--- config.mk ---
export PLATFORM = sky130hd
export DESIGN_NAME = slot_frame_buffer
export DESIGN_NICKNAME = d
export VERILOG_FILES = /design/src/rtl/sfb_pkg.sv /design/src/rtl/sfb_fifo.sv /design/src/rtl/sfb_tx_sched.sv /design/src/rtl/sfb_rx_collect.sv /design/src/rtl/slot_frame_buffer.sv
export SDC_FILE = /design/constraint.sdc
export NUM_CORES = 1
export LEC_CHECK = 0
export BUFFER_PORTS_ARGS = -buffer_cell sky130_fd_sc_hd__buf_2
export CAP_MARGIN = 10
export CORE_ASPECT_RATIO = 0.8
export CORE_MARGIN = 3
export CORE_UTILIZATION = 45
export DETAILED_ROUTE_END_ITERATION = 6
export PLACE_DENSITY_LB_ADDON = 0.05
export SETUP_SLACK_MARGIN = 0.02
export SLEW_MARGIN = 20
export SYNTH_ARGS = -nofsm -noshare
export SYNTH_HDL_FRONTEND = slang
export SYNTH_HIERARCHICAL = 1
export SYNTH_SLANG_ARGS = --single-unit
--- constraint.sdc ---
create_clock -name clk -period 10.6 [get_ports clk]
set_clock_uncertainty 0.15 [all_clocks]
set_input_delay 1.06 -clock clk [delete_from_list [all_inputs] [get_ports clk]]
set_output_delay 1.06 -clock clk [all_outputs]
set_load 0.01 [all_outputs]
--- src/rtl/sfb_pkg.sv ---
// Package: shared constants for the slot frame buffer.
// Assumes an 8-bit register file decoded on a 3-bit offset.
package sfb_pkg;
    localparam int DATA_W = 8;
    localparam int ADR_W  = 3;

    typedef enum logic [ADR_W-1:0] {
        OFS_TX_CTRL = 3'd0,
        OFS_TX_DATA = 3'd1,
        OFS_RX_CTRL = 3'd2,
        OFS_RX_DATA = 3'd3,
        OFS_FRM_LEN = 3'd4
    } reg_ofs_t;

    localparam logic [DATA_W-1:0] IDLE_BYTE = '1;
endpackage

--- src/rtl/sfb_fifo.sv ---
// Module: synchronous byte FIFO with a clear input.
// Assumes pop on empty and push on full are filtered here; clear wins over push.
module sfb_fifo #(
    parameter int WIDTH = 8,
    parameter int DEPTH = 32,
    localparam int AW   = $clog2(DEPTH)
) (
    input  logic             clk,
    input  logic             rst_n,
    input  logic             clr,
    input  logic             push,
    input  logic [WIDTH-1:0] din,
    input  logic             pop,
    output logic [WIDTH-1:0] dout,
    output logic [AW:0]      count,
    output logic             full,
    output logic             empty
);
    logic [WIDTH-1:0] mem [DEPTH];
    logic [AW-1:0]    wr_ptr;
    logic [AW-1:0]    rd_ptr;
    logic             do_push;
    logic             do_pop;

    assign full    = (count == (AW+1)'(DEPTH));
    assign empty   = (count == '0);
    assign do_push = push && !full && !clr;
    assign do_pop  = pop && !empty && !clr;
    assign dout    = mem[rd_ptr];

    // Storage write; no reset needed on the data array.
    always_ff @(posedge clk) begin
        if (do_push) begin
            mem[wr_ptr] <= din;
        end
    end

    // Pointer and occupancy bookkeeping.
    always_ff @(posedge clk) begin
        if (!rst_n || clr) begin
            wr_ptr <= '0;
            rd_ptr <= '0;
            count  <= '0;
        end else begin
            if (do_push) begin
                wr_ptr <= (wr_ptr == AW'(DEPTH-1)) ? '0 : wr_ptr + 1'b1;
            end
            if (do_pop) begin
                rd_ptr <= (rd_ptr == AW'(DEPTH-1)) ? '0 : rd_ptr + 1'b1;
            end
            if (do_push && !do_pop) begin
                count <= count + 1'b1;
            end else if (do_pop && !do_push) begin
                count <= count - 1'b1;
            end
        end
    end
endmodule

--- src/rtl/sfb_tx_sched.sv ---
// Module: decides once per frame whether queued bytes are sent or the
// frame is filled with idle ones, and feeds slot requests.
// Assumes no slot request is served in the frame-start cycle itself.
module sfb_tx_sched #(
    parameter int SLOTS = 32,
    localparam int LW   = $clog2(SLOTS) + 1
) (
    input  logic        clk,
    input  logic        rst_n,
    input  logic        frm_start,
    input  logic        slot_req,
    input  logic        tx_en,
    input  logic [LW-1:0] frame_len,
    input  logic [LW-1:0] fifo_count,
    input  logic [7:0]  fifo_head,
    output logic        fifo_pop,
    output logic [7:0]  slot_byte,
    output logic        abort_set
);
    logic          active;
    logic [LW-1:0] len_q;
    logic [LW-1:0] sent;
    logic          serve;
    logic          enough;

    assign enough    = (fifo_count >= frame_len);
    assign abort_set = frm_start && tx_en && !enough;
    assign serve     = slot_req && !frm_start && active && (sent < len_q);
    assign fifo_pop  = serve;
    assign slot_byte = serve ? fifo_head : sfb_pkg::IDLE_BYTE;

    // Per-frame commit decision and sent-byte tally.
    always_ff @(posedge clk) begin
        if (!rst_n) begin
            active <= 1'b0;
            len_q  <= '0;
            sent   <= '0;
        end else if (frm_start) begin
            active <= tx_en && enough;
            len_q  <= frame_len;
            sent   <= '0;
        end else if (serve) begin
            sent <= sent + 1'b1;
        end
    end
endmodule

--- src/rtl/sfb_rx_collect.sv ---
// Module: gathers one frame of received bytes, holds it until the CPU
// has read all of it, and discards frames that arrive meanwhile.
// Assumes the FIFO is at least one frame deep.
module sfb_rx_collect #(
    parameter int SLOTS = 32,
    localparam int LW   = $clog2(SLOTS) + 1
) (
    input  logic          clk,
    input  logic          rst_n,
    input  logic          frm_start,
    input  logic          slot_push,
    input  logic          slot_err,
    input  logic [LW-1:0] frame_len,
    input  logic          cpu_pop,
    input  logic [LW-1:0] fifo_count,
    output logic          fifo_push,
    output logic          fifo_clr,
    output logic          held,
    output logic          frame_err,
    output logic          drop_set
);
    logic          collecting;
    logic [LW-1:0] got;
    logic [LW-1:0] len_q;

    assign drop_set  = frm_start && held;
    assign fifo_clr  = frm_start && !held;
    assign fifo_push = slot_push && !frm_start && collecting && (got < len_q);

    // Collection window, byte tally and per-frame error flag.
    always_ff @(posedge clk) begin
        if (!rst_n) begin
            collecting <= 1'b0;
            got        <= '0;
            len_q      <= '0;
            frame_err  <= 1'b0;
        end else if (frm_start) begin
            if (!held) begin
                collecting <= 1'b1;
                got        <= '0;
                len_q      <= frame_len;
                frame_err  <= 1'b0;
            end else begin
                collecting <= 1'b0;
            end
        end else if (fifo_push) begin
            got       <= got + 1'b1;
            frame_err <= frame_err | slot_err;
            if (got + 1'b1 == len_q) begin
                collecting <= 1'b0;
            end
        end
    end

    // Held-frame flag: set on the last stored byte, cleared by the last read.
    always_ff @(posedge clk) begin
        if (!rst_n) begin
            held <= 1'b0;
        end else if (fifo_push && (got + 1'b1 == len_q)) begin
            held <= 1'b1;
        end else if (cpu_pop && fifo_count == LW'(1)) begin
            held <= 1'b0;
        end
    end
endmodule

--- src/rtl/slot_frame_buffer.sv ---
// Module: register-mapped frame buffer between a CPU slave port and a
// time-slot engine. Decodes the register file, answers each access in the
// same cycle with ACK or RTY, and keeps the sticky abort and drop bits.
// Assumes the master drops the strobe after one answered cycle.
module slot_frame_buffer #(
    parameter int SLOTS = 32,
    localparam int SW   = $clog2(SLOTS),
    localparam int LW   = SW + 1
) (
    input  logic       clk,
    input  logic       rst_n,
    input  logic [2:0] wb_adr,
    input  logic [7:0] wb_dat_w,
    output logic [7:0] wb_dat_r,
    input  logic       wb_we,
    input  logic       wb_stb,
    input  logic       wb_cyc,
    output logic       wb_ack,
    output logic       wb_rty,
    output logic       irq_tx_done,
    output logic       irq_rx_ready,
    input  logic       frm_start,
    input  logic       tx_slot_req,
    output logic [7:0] tx_slot_byte,
    input  logic       rx_slot_push,
    input  logic [7:0] rx_slot_byte,
    input  logic       rx_slot_err,
    output logic [SW-1:0] eng_slot_count,
    output logic       eng_hdlc_en
);
    import sfb_pkg::*;

    logic          sel, tx_wr, rx_rd, rd_ack, wr_ack;
    logic          tx_en, hdlc_en, aborted, dropped;
    logic [7:0]    frm_len_reg;
    logic [LW-1:0] frame_len;
    logic [LW-1:0] tx_count, rx_count;
    logic          tx_full, tx_empty, tx_pop, abort_set;
    logic [7:0]    tx_head, rx_head;
    logic          rx_full, rx_empty, rx_push, rx_clr, rx_held, rx_ferr, drop_set;
    logic          rx_pop;

    assign frame_len = {1'b0, frm_len_reg[SW-1:0]} + 1'b1;

    // Access decode and same-cycle response.
    assign sel    = wb_stb && wb_cyc;
    assign tx_wr  = sel && wb_we && (wb_adr == OFS_TX_DATA);
    assign rx_rd  = sel && !wb_we && (wb_adr == OFS_RX_DATA);
    assign wb_rty = (tx_wr && tx_full) || (rx_rd && !rx_held);
    assign wb_ack = sel && !wb_rty;
    assign rd_ack = wb_ack && !wb_we;
    assign wr_ack = wb_ack && wb_we;
    assign rx_pop = rx_rd && rx_held;

    assign irq_tx_done    = tx_empty;
    assign irq_rx_ready   = rx_held;
    assign eng_slot_count = frm_len_reg[SW-1:0];
    assign eng_hdlc_en    = hdlc_en;

    // Read data mux.
    always_comb begin
        wb_dat_r = '0;
        case (wb_adr)
            OFS_TX_CTRL: wb_dat_r = {4'b0, hdlc_en, aborted, tx_en, tx_empty};
            OFS_RX_CTRL: wb_dat_r = {5'b0, rx_ferr, dropped, rx_held};
            OFS_RX_DATA: wb_dat_r = rx_head;
            OFS_FRM_LEN: wb_dat_r = frm_len_reg;
            default:     wb_dat_r = '0;
        endcase
    end

    // Writable control fields.
    always_ff @(posedge clk) begin
        if (!rst_n) begin
            tx_en       <= 1'b0;
            hdlc_en     <= 1'b0;
            frm_len_reg <= 8'hFF;
        end else if (wr_ack) begin
            if (wb_adr == OFS_TX_CTRL) begin
                tx_en   <= wb_dat_w[1];
                hdlc_en <= wb_dat_w[3];
            end
            if (wb_adr == OFS_FRM_LEN) begin
                frm_len_reg <= wb_dat_w;
            end
        end
    end

    // Sticky event bits: a new event wins over the clearing read.
    always_ff @(posedge clk) begin
        if (!rst_n) begin
            aborted <= 1'b0;
            dropped <= 1'b0;
        end else begin
            if (abort_set) begin
                aborted <= 1'b1;
            end else if (rd_ack && wb_adr == OFS_TX_CTRL) begin
                aborted <= 1'b0;
            end
            if (drop_set) begin
                dropped <= 1'b1;
            end else if (rd_ack && wb_adr == OFS_RX_CTRL) begin
                dropped <= 1'b0;
            end
        end
    end

    sfb_fifo #(.WIDTH(8), .DEPTH(SLOTS)) i_tx_fifo (
        .clk(clk), .rst_n(rst_n), .clr(1'b0),
        .push(tx_wr && !tx_full), .din(wb_dat_w),
        .pop(tx_pop), .dout(tx_head),
        .count(tx_count), .full(tx_full), .empty(tx_empty)
    );

    sfb_tx_sched #(.SLOTS(SLOTS)) i_tx_sched (
        .clk(clk), .rst_n(rst_n), .frm_start(frm_start),
        .slot_req(tx_slot_req), .tx_en(tx_en), .frame_len(frame_len),
        .fifo_count(tx_count), .fifo_head(tx_head), .fifo_pop(tx_pop),
        .slot_byte(tx_slot_byte), .abort_set(abort_set)
    );

    sfb_fifo #(.WIDTH(8), .DEPTH(SLOTS)) i_rx_fifo (
        .clk(clk), .rst_n(rst_n), .clr(rx_clr),
        .push(rx_push), .din(rx_slot_byte),
        .pop(rx_pop), .dout(rx_head),
        .count(rx_count), .full(rx_full), .empty(rx_empty)
    );

    sfb_rx_collect #(.SLOTS(SLOTS)) i_rx_collect (
        .clk(clk), .rst_n(rst_n), .frm_start(frm_start),
        .slot_push(rx_slot_push), .slot_err(rx_slot_err),
        .frame_len(frame_len), .cpu_pop(rx_pop), .fifo_count(rx_count),
        .fifo_push(rx_push), .fifo_clr(rx_clr), .held(rx_held),
        .frame_err(rx_ferr), .drop_set(drop_set)
    );
endmodule

# Word level (Yosys, flattened, before mapping)
# Memories as Yosys holds them, arrays and structs flattened. A register that Yosys moved wholly into a read port is not among the register bits.
# Cells that the tools add are included.
word_totals:
  out_inout_bits: 26
  register_bits: 72
  ram_bits: 512
  n_memories: 2
  inputBits: 28
memory_table:
  columns: ["memory", "depth", "width", "read_ports", "rd_ports_with_merged_regs", "wr", "line_no", "source"]
  rows:
  - ["i_rx_fifo.mem", 32, 8, 1, 1, 1, "sfb_fifo.sv:19", "logic [WIDTH-1:0] mem [DEPTH];"]
  - ["i_tx_fifo.mem", 32, 8, 1, 1, 1, "sfb_fifo.sv:19", null]
classes:
  bitwise: 3
  n_reduce_logical: 70
  eq_ne: 13
  order_cmp: 3
  n_mux: 34
  addsub: 11
ops:
  columns: ["operator", "count"]
  rows:
  - ["$mux W6", 7]
  - ["$mux W5", 8]
  - ["$logic_and A1 B1 Y1", 37]
  - ["$pmux W8 S4", 1]
  - ["$add A6 B1 Y6 const B", 4]
  - ["$add A5 B1 Y5 const B", 4]
  - ["$eq A5 B5 Y1 const B", 4]
  - ["$mux W1", 17]
  - ["$logic_not A1 Y1", 15]
  - ["$reduce_bool A2 Y1", 7]
  - ["$eq A6 B6 Y1 const B", 2]
  - ["$logic_not A6 Y1", 2]
  - ["$lt A6 B6 Y1", 2]
  - ["$sub A6 B1 Y6 const B", 2]
  - ["$reduce_and A2 Y1", 5]
  - ["$mux W8", 1]
  - ["$add A5 B1 Y6 const B", 1]
  - ["$eq A3 B2 Y1 const B", 2]
  - ["$eq A6 B1 Y1 const B", 1]
  - ["$eq A6 B6 Y1", 1]
  - ["$ge A6 B6 Y1", 1]
  - ["$eq A3 B1 Y1 const B", 1]
  - ["$eq A3 B3 Y1 const B", 1]
  - ["$logic_not A3 Y1", 1]
  - ["other kinds (5)", 7]

# Depth between registers and ports, before layout
# Gate-level depths: netlist (run 1).
depth:
  ltp_word: 11
  depth_mapped: 15
  mapped_depth_nobuf: 14

# By module
# The synthesis (run 1) kept the hierarchy.
modules_own_cells:
  columns: ["module", "cells_each", "n_inst", "area_each_um2", "seq_area_each_um2"]
  rows:
  - ["sfb_fifo", 636, 2, 11170.7, 8107.8]
  - ["sfb_tx_sched", 102, 1, 918.4, 260.2]
  - ["slot_frame_buffer", 107, 1, 894.6, 240.2]
  - ["sfb_rx_collect", 114, 1, 892.1, 300.3]

# Worst setup path before layout (run 1)
# Ideal clock, no wire load.
synth_path:
  path_type: "input -> register"
  startpoint: "input wb_adr[2]"
  endpoint: "register i_tx_fifo.count[4]"
  stages: 11
  setup_slack_ps: 6414
  arrival_time_ps: 3920
  setup_time_ps: 116
  path_cell_list: "buf_4 > nand2b_1 > nor4_1 > o311a_4 > ha_1 > inv_1 > ha_1 > nor2b_1 > o21a_1 > or3_1 > a31o_2"
synth_between:
  elab_chain_cells: 7
  word_cells_on_any_way: 9
  classes_between: "1 x eq/ne; 1 x mux; 7 x reduce/logical"
synth_lines:
  columns: ["element", "line_no", "source"]
  rows:
  - ["start: declaration", "slot_frame_buffer.sv:12", "input logic [2:0] wb_adr,"]
  - ["$eq A3 B1 Y1 (*)", "slot_frame_buffer.sv:47", "assign tx_wr = sel && wb_we && (wb_adr == OFS_TX_DATA);"]
  - ["$logic_and A1 B1 Y1 (*)", "slot_frame_buffer.sv:47", null]
  - ["$logic_and A1 B1 Y1 (*)", "slot_frame_buffer.sv:110", ".push(tx_wr && !tx_full), .din(wb_dat_w),"]
  - ["$logic_and A1 B1 Y1 (*)", "sfb_fifo.sv:27", "assign do_push = push && !full && !clr;"]
  - ["via i_tx_fifo.do_push", "sfb_fifo.sv:22", "logic do_push;"]
  - ["$logic_not A1 Y1", "sfb_fifo.sv:53", "end else if (do_pop && !do_push) begin"]
  - ["$logic_and A1 B1 Y1", "sfb_fifo.sv:53", null]
  - ["$reduce_bool A2 Y1 (no line)", null, null]
  - ["end signal: assignment", "sfb_fifo.sv:52", "count <= count + 1'b1;"]
  - ["end signal: assignment", "sfb_fifo.sv:54", "count <= count - 1'b1;"]
  - ["end: declaration", "sfb_fifo.sv:15", "output logic [AW:0] count,"]
# Mark *: on every way through the listed nets, which the timed path passes. The rest lies on a longest branch.
# A chain may end at the register's enable or synchronous reset.

==> impl_metrics.tcl, run 1 <==
set metrics [dict create \
    status "finished clean" \
    dp.final_hpwl_um 37900 \
    wirelength_um 58200 \
    die_w_um 270 \
    num_io_pins 54 \
    worstReg2RegStart "i_tx_sched/sent[2]" \
    worst_slack_ns 5.63 \
    max_freq_mhz 201 \
    dp_slack_ns 5.91 \
    period_needed_ns 4.97 \
    leakage_uw 0.00874 \
    r2r_cells 13 \
    hold_path.class "register to register" \
    cts_sinks 594 \
    drive_above_1_share 0.154 \
    mappedNetlistArea_sq_um 25000 \
    num_antenna_cells 0 \
    rows 76 \
    slew_headroom 0.341 \
    worstMarginPinSlew_ns 0.988 \
    path_cells "buf_4, mux4_2, a221oi_1, nand3_1, a22o_1, buf_2" \
    area_growth_pct 11.3 \
    finalSetupTns_ns 0 \
    dieHeight_um 217 \
    cts_tree "yes" \
    required_ns 9.39 \
    postCtsSetupRepairBufs 0 \
    die_area_sq_um 58500 \
    arrival_ns 3.76 \
    cpPeakStageDelay_ns 0.93 \
    grt-ovfl-total 0 \
    finalCritPeriodShare 0.469 \
    min_to "i_rx_collect/len_q[0]" \
    clk_pin_slew_ns 0.06 \
    cts.path.max_buffers 3 \
    crit_path_top_delay_cell "dfxtp_4" \
    hold_violations 0 \
    r2r_end "i_tx_fifo/count[5]" \
    ant_nets 0 \
    cts_resized 0 \
    gp_congestion 0.789 \
    hp-start "i_rx_collect/len_q[0]" \
    worstSetupPathType "register to primary output" \
    insertion_delay_ns 0.61 \
    dr.pass1.iters 5 \
    hold_buffers 0 \
    cp_top_family "flip-flops" \
    grt_use_total 0.199 \
    drc 0 \
    critPathCaptureType "primary output" \
    drv_slew 0 \
    power.density_nw_per_um2 168 \
    ys_warn_count 6 \
    r2r_setup_slack_ns 6.42 \
    grt_setup_unrepaired "false" \
    hold_depth 2 \
    drt-initial-drc-count 1367 \
    synth.avg_cell_area_sq_um 15.7 \
    htreeDepth 2 \
    start_kind "register" \
    worstPathMaxFanout 57 \
    grt_max_degree 58 \
    initial_utilization 0.460 \
    irDropWorstVdd_mv 0.116 \
    wire_per_inst_um 23.9 \
    cts_made_buffers 59 \
    coreArea_sq_um 54400 \
    setup_viol 0 \
    root_buffer "clkbuf_16" \
    vias_per_cell 5.71 \
    grt_pass1_vias 13500 \
    num_vias 13900 \
    antenna_found_initial 1 \
    worst-path-buf-inv 2 \
    grt_pass1_wl_um 87700 \
    max_cap_viol_count 0 \
    synth_cells 1593 \
    io_buffer_count 53 \
    nets 1720 \
]
[layout make-up]
type                            instances  area (sq um)
Inverter                               42           158
Clock buffer                           75          1620
Multi-Input combinational cell        882          7460
Fill cell                            4542         26500
Tap cell                              741           927
Timing Repair Buffer                   65           355
Sequential cell                       594         17000
Clock inverter                         35           317
[metrics by stage]
step                power, uW  utilization  instance area, sq um  hold slack [ns]  instances
global placement         2670        0.476                 25900            0.315       2324
CTS                      4750        0.512                 27900            0.330       2434
global route             4850        0.512                 27900            0.341       2434
finish                   4690        0.512                 27900            0.325       2434
detailed placement       2670        0.476                 25900            0.321       2324
floorplan                2620            -                 25100            0.287       1598
[layout by cell type, fill, tap and decap left out, drive strengths merged, types with 42 or more instances in the layout]
master and n:
edfxtp 512, mux2i 157, nor2 110, dfxtp 82, clkbuf 75, nand3 71, buf 65, a22oi 64
mux4 64, nand2 53, ha 46, inv 42, nor2b 42
[report_power, final]
group / internal, uW / switching, uW
registers: 2540 / 1.96
logic: 18.1 / 64.2
clock network: 1200 / 872
[metal layers]
layer,up-vias,part of all wire,global-route usage
li1,6304,-,-
met1,7125,0.51,0.330
met2,383,0.40,0.266
met3,77,0.067,0.0382
met4,2,0.017,0.0461
met5,-,0.00012,0
[worst min-delay path, delay by kind of cell, from the launching register on]
kind | cells | cell delay (ns)
DFF | 1 | 0.32
and+or+nand+nor | 1 | 0.05
AOI/OAI and AO/OA | 1 | 0.05
[worst max path at each step]
stage                   start                 end  slack [ns]  cells after the start
global placement    frm_start  i_tx_fifo/count[5]        6.02                     13
floorplan           wb_adr[2]  i_tx_fifo/count[4]        6.41                     11
detailed placement  frm_start  i_tx_fifo/count[5]        5.91                     13
finish               register         wb_dat_r[4]        5.63                      6
CTS                  register         wb_dat_r[3]        5.59                      8
global route         register         wb_dat_r[0]        5.44                      8
No activity file was read; power rests on OpenSTA's default activity.
==> run 2: changes to the inputs <==
Settings changed: ABC_AREA set to 1.
Clock period 10.6 ns to 4.9 ns, I/O delays scaled along.
==> impl_metrics.tcl, run 2 <==
set metrics [dict create \
    status "finished clean" \
    place_area_sq_um 26800 \
    hp-start "frm_start" \
    worstPathMaxFanout 25 \
    nets 2617 \
    wire_per_inst_um 19.9 \
    total_power_uw 10000 \
    hold_path.class "primary input to register" \
    required_ns 4.26 \
    drt-initial-drc-count 1465 \
    leakage_uw 0.0108 \
    clk_pin_slew_ns 0.06 \
    dp.final_hpwl_um 41100 \
    dp_cells 3238 \
    final_cell_mix "nand2_1 (847), edfxtp_1 (512), nand3_1 (447)" \
    critPathCaptureType "primary output" \
    grt_pass1_wl_um 103000 \
    root_buffer "clkbuf_16" \
    layout.cells.non_filler 3349 \
    initial_utilization 0.460 \
    min_to "i_tx_sched/len_q[0]" \
    antenna_found_initial 1 \
    cpPeakStageDelay_ns 0.82 \
    setup_viol 0 \
    final_common_cell "nand2_1" \
    crit_path_top_delay_cell "clkinv_1" \
    worst-path-buf-inv 2 \
    finalSetupTns_ns 0 \
    rows 78 \
    grt-ovfl-total 0 \
    power.density_nw_per_um2 350 \
    insertion_delay_ns 0.60 \
    grt_pass1_vias 17000 \
    dieHeight_um 222 \
    worstSetupPathType "register to primary output" \
    cts_tree "yes" \
    vias_per_cell 5.37 \
    r2r_cells 16 \
    cp_common_cell "nand2_1" \
    drive_above_1_share 0.0815 \
    finalCritPeriodShare 0.806 \
    fin_area_sq_um 28600 \
    start_kind "register" \
    io_buffer_count 53 \
    num_antenna_cells 0 \
    cts_made_buffers 60 \
    ys_warn_count 6 \
    period_needed_ns 3.95 \
    cts_resized 0 \
    wirelength_um 66800 \
    synth_cells 2530 \
    dr.pass1.iters 5 \
    area_growth_pct 8.75 \
    die_area_sq_um 61500 \
    worstMarginPinSlew_ns 1.06 \
    gp_congestion 0.868 \
    htreeDepth 2 \
    worstReg2RegStart "i_rx_collect/got[2]" \
    synth.avg_cell_area_sq_um 10.4 \
    coreArea_sq_um 57300 \
    path_cells "clkinv_1, nand3_1, nand2_1, nand2_1, nand2_1, nand2_1, nand2_1, nand2_1, nand4_1, buf_2" \
    ant_nets 0 \
    r2r_setup_slack_ns 1.43 \
    syn-num-nets 2606 \
    grt_use_total 0.215 \
    hold_violations 0 \
    max_freq_mhz 253 \
    num_vias 18000 \
    max_cap_viol_count 0 \
    irDropWorstVdd_mv 0.300 \
    grt_max_degree 129 \
    cp_top_family "simple AND/OR/NAND/NOR gates" \
    cts_sinks 594 \
    drc 0 \
    hold_depth 2 \
    num_io_pins 54 \
    drv_slew 0 \
    slew_headroom 0.286 \
    cts.path.max_buffers 3 \
    grt_setup_unrepaired "false" \
    mappedNetlistArea_sq_um 26300 \
    arrival_ns 3.31 \
    r2r_end "i_rx_fifo/count[4]" \
    die_w_um 276 \
]
run 2: how the worst max path moves through the flow:
stage | startpoint | end | slack (ns) | cells after the start
after global placement | frm_start | i_tx_fifo/count[4] | 1.46 | 15
final | register | wb_dat_r[1] | 0.95 | 10
after global routing | register | wb_dat_r[2] | 0.78 | 10
after CTS | register | wb_dat_r[1] | 1.11 | 12
after detailed placement | frm_start | i_rx_fifo/count[4] | 1.45 | 16
after floorplan | i_rx_collect/got[3] | i_rx_fifo/count[4] | 1.96 | 16
run 2: what timing repair did:
item	in CTS	in global routing
hold buffers	1	0
endpoints found under the hold margin	1	0
setup buffers	0	0
run 2: worst reg2reg max path, delay by kind of cell (launching register included):
kind,cells,cell delay [ns]
AO/OA/AOI/OAI,3,0.45
XOR/XNOR,1,0.15
adder cells (fa/ha/maj),3,0.96
buffers and inverters,4,0.62
flip-flops,1,0.54
AND/OR/NAND/NOR,5,0.51
run 2: final cells by class:
cell class / instances / area (sq um)
multi-input combinational: 1684 / 7910
sequential: 594 / 17000
fill: 5166 / 28600
timing repair buffer: 70 / 420
tap: 760 / 951
clock buffer: 83 / 1660
clock inverter: 27 / 178
inverter: 131 / 495
run 2: per-layer routing:
metal,global-route usage,routed length [um]
met1,0.347,33500
met4,0.0489,1120
met2,0.302,27400
met5,0,0
met3,0.0350,4780
run 2: through the flow:
step	worst slack [ns]	hold WS, ns	util
floorplan	1.96	0.280	-
global placement	1.46	0.292	0.468
detailed placement	1.45	0.302	0.468
CTS	1.11	0.0943	0.500
global route	0.779	0.128	0.500
finish	0.951	0.145	0.500
run 2: report_power, final:
group	internal [uW]	switching, uW	total, uW
clock	2410	1900	4310
sequential	5490	8.70	5500
combinational	45.2	174	220
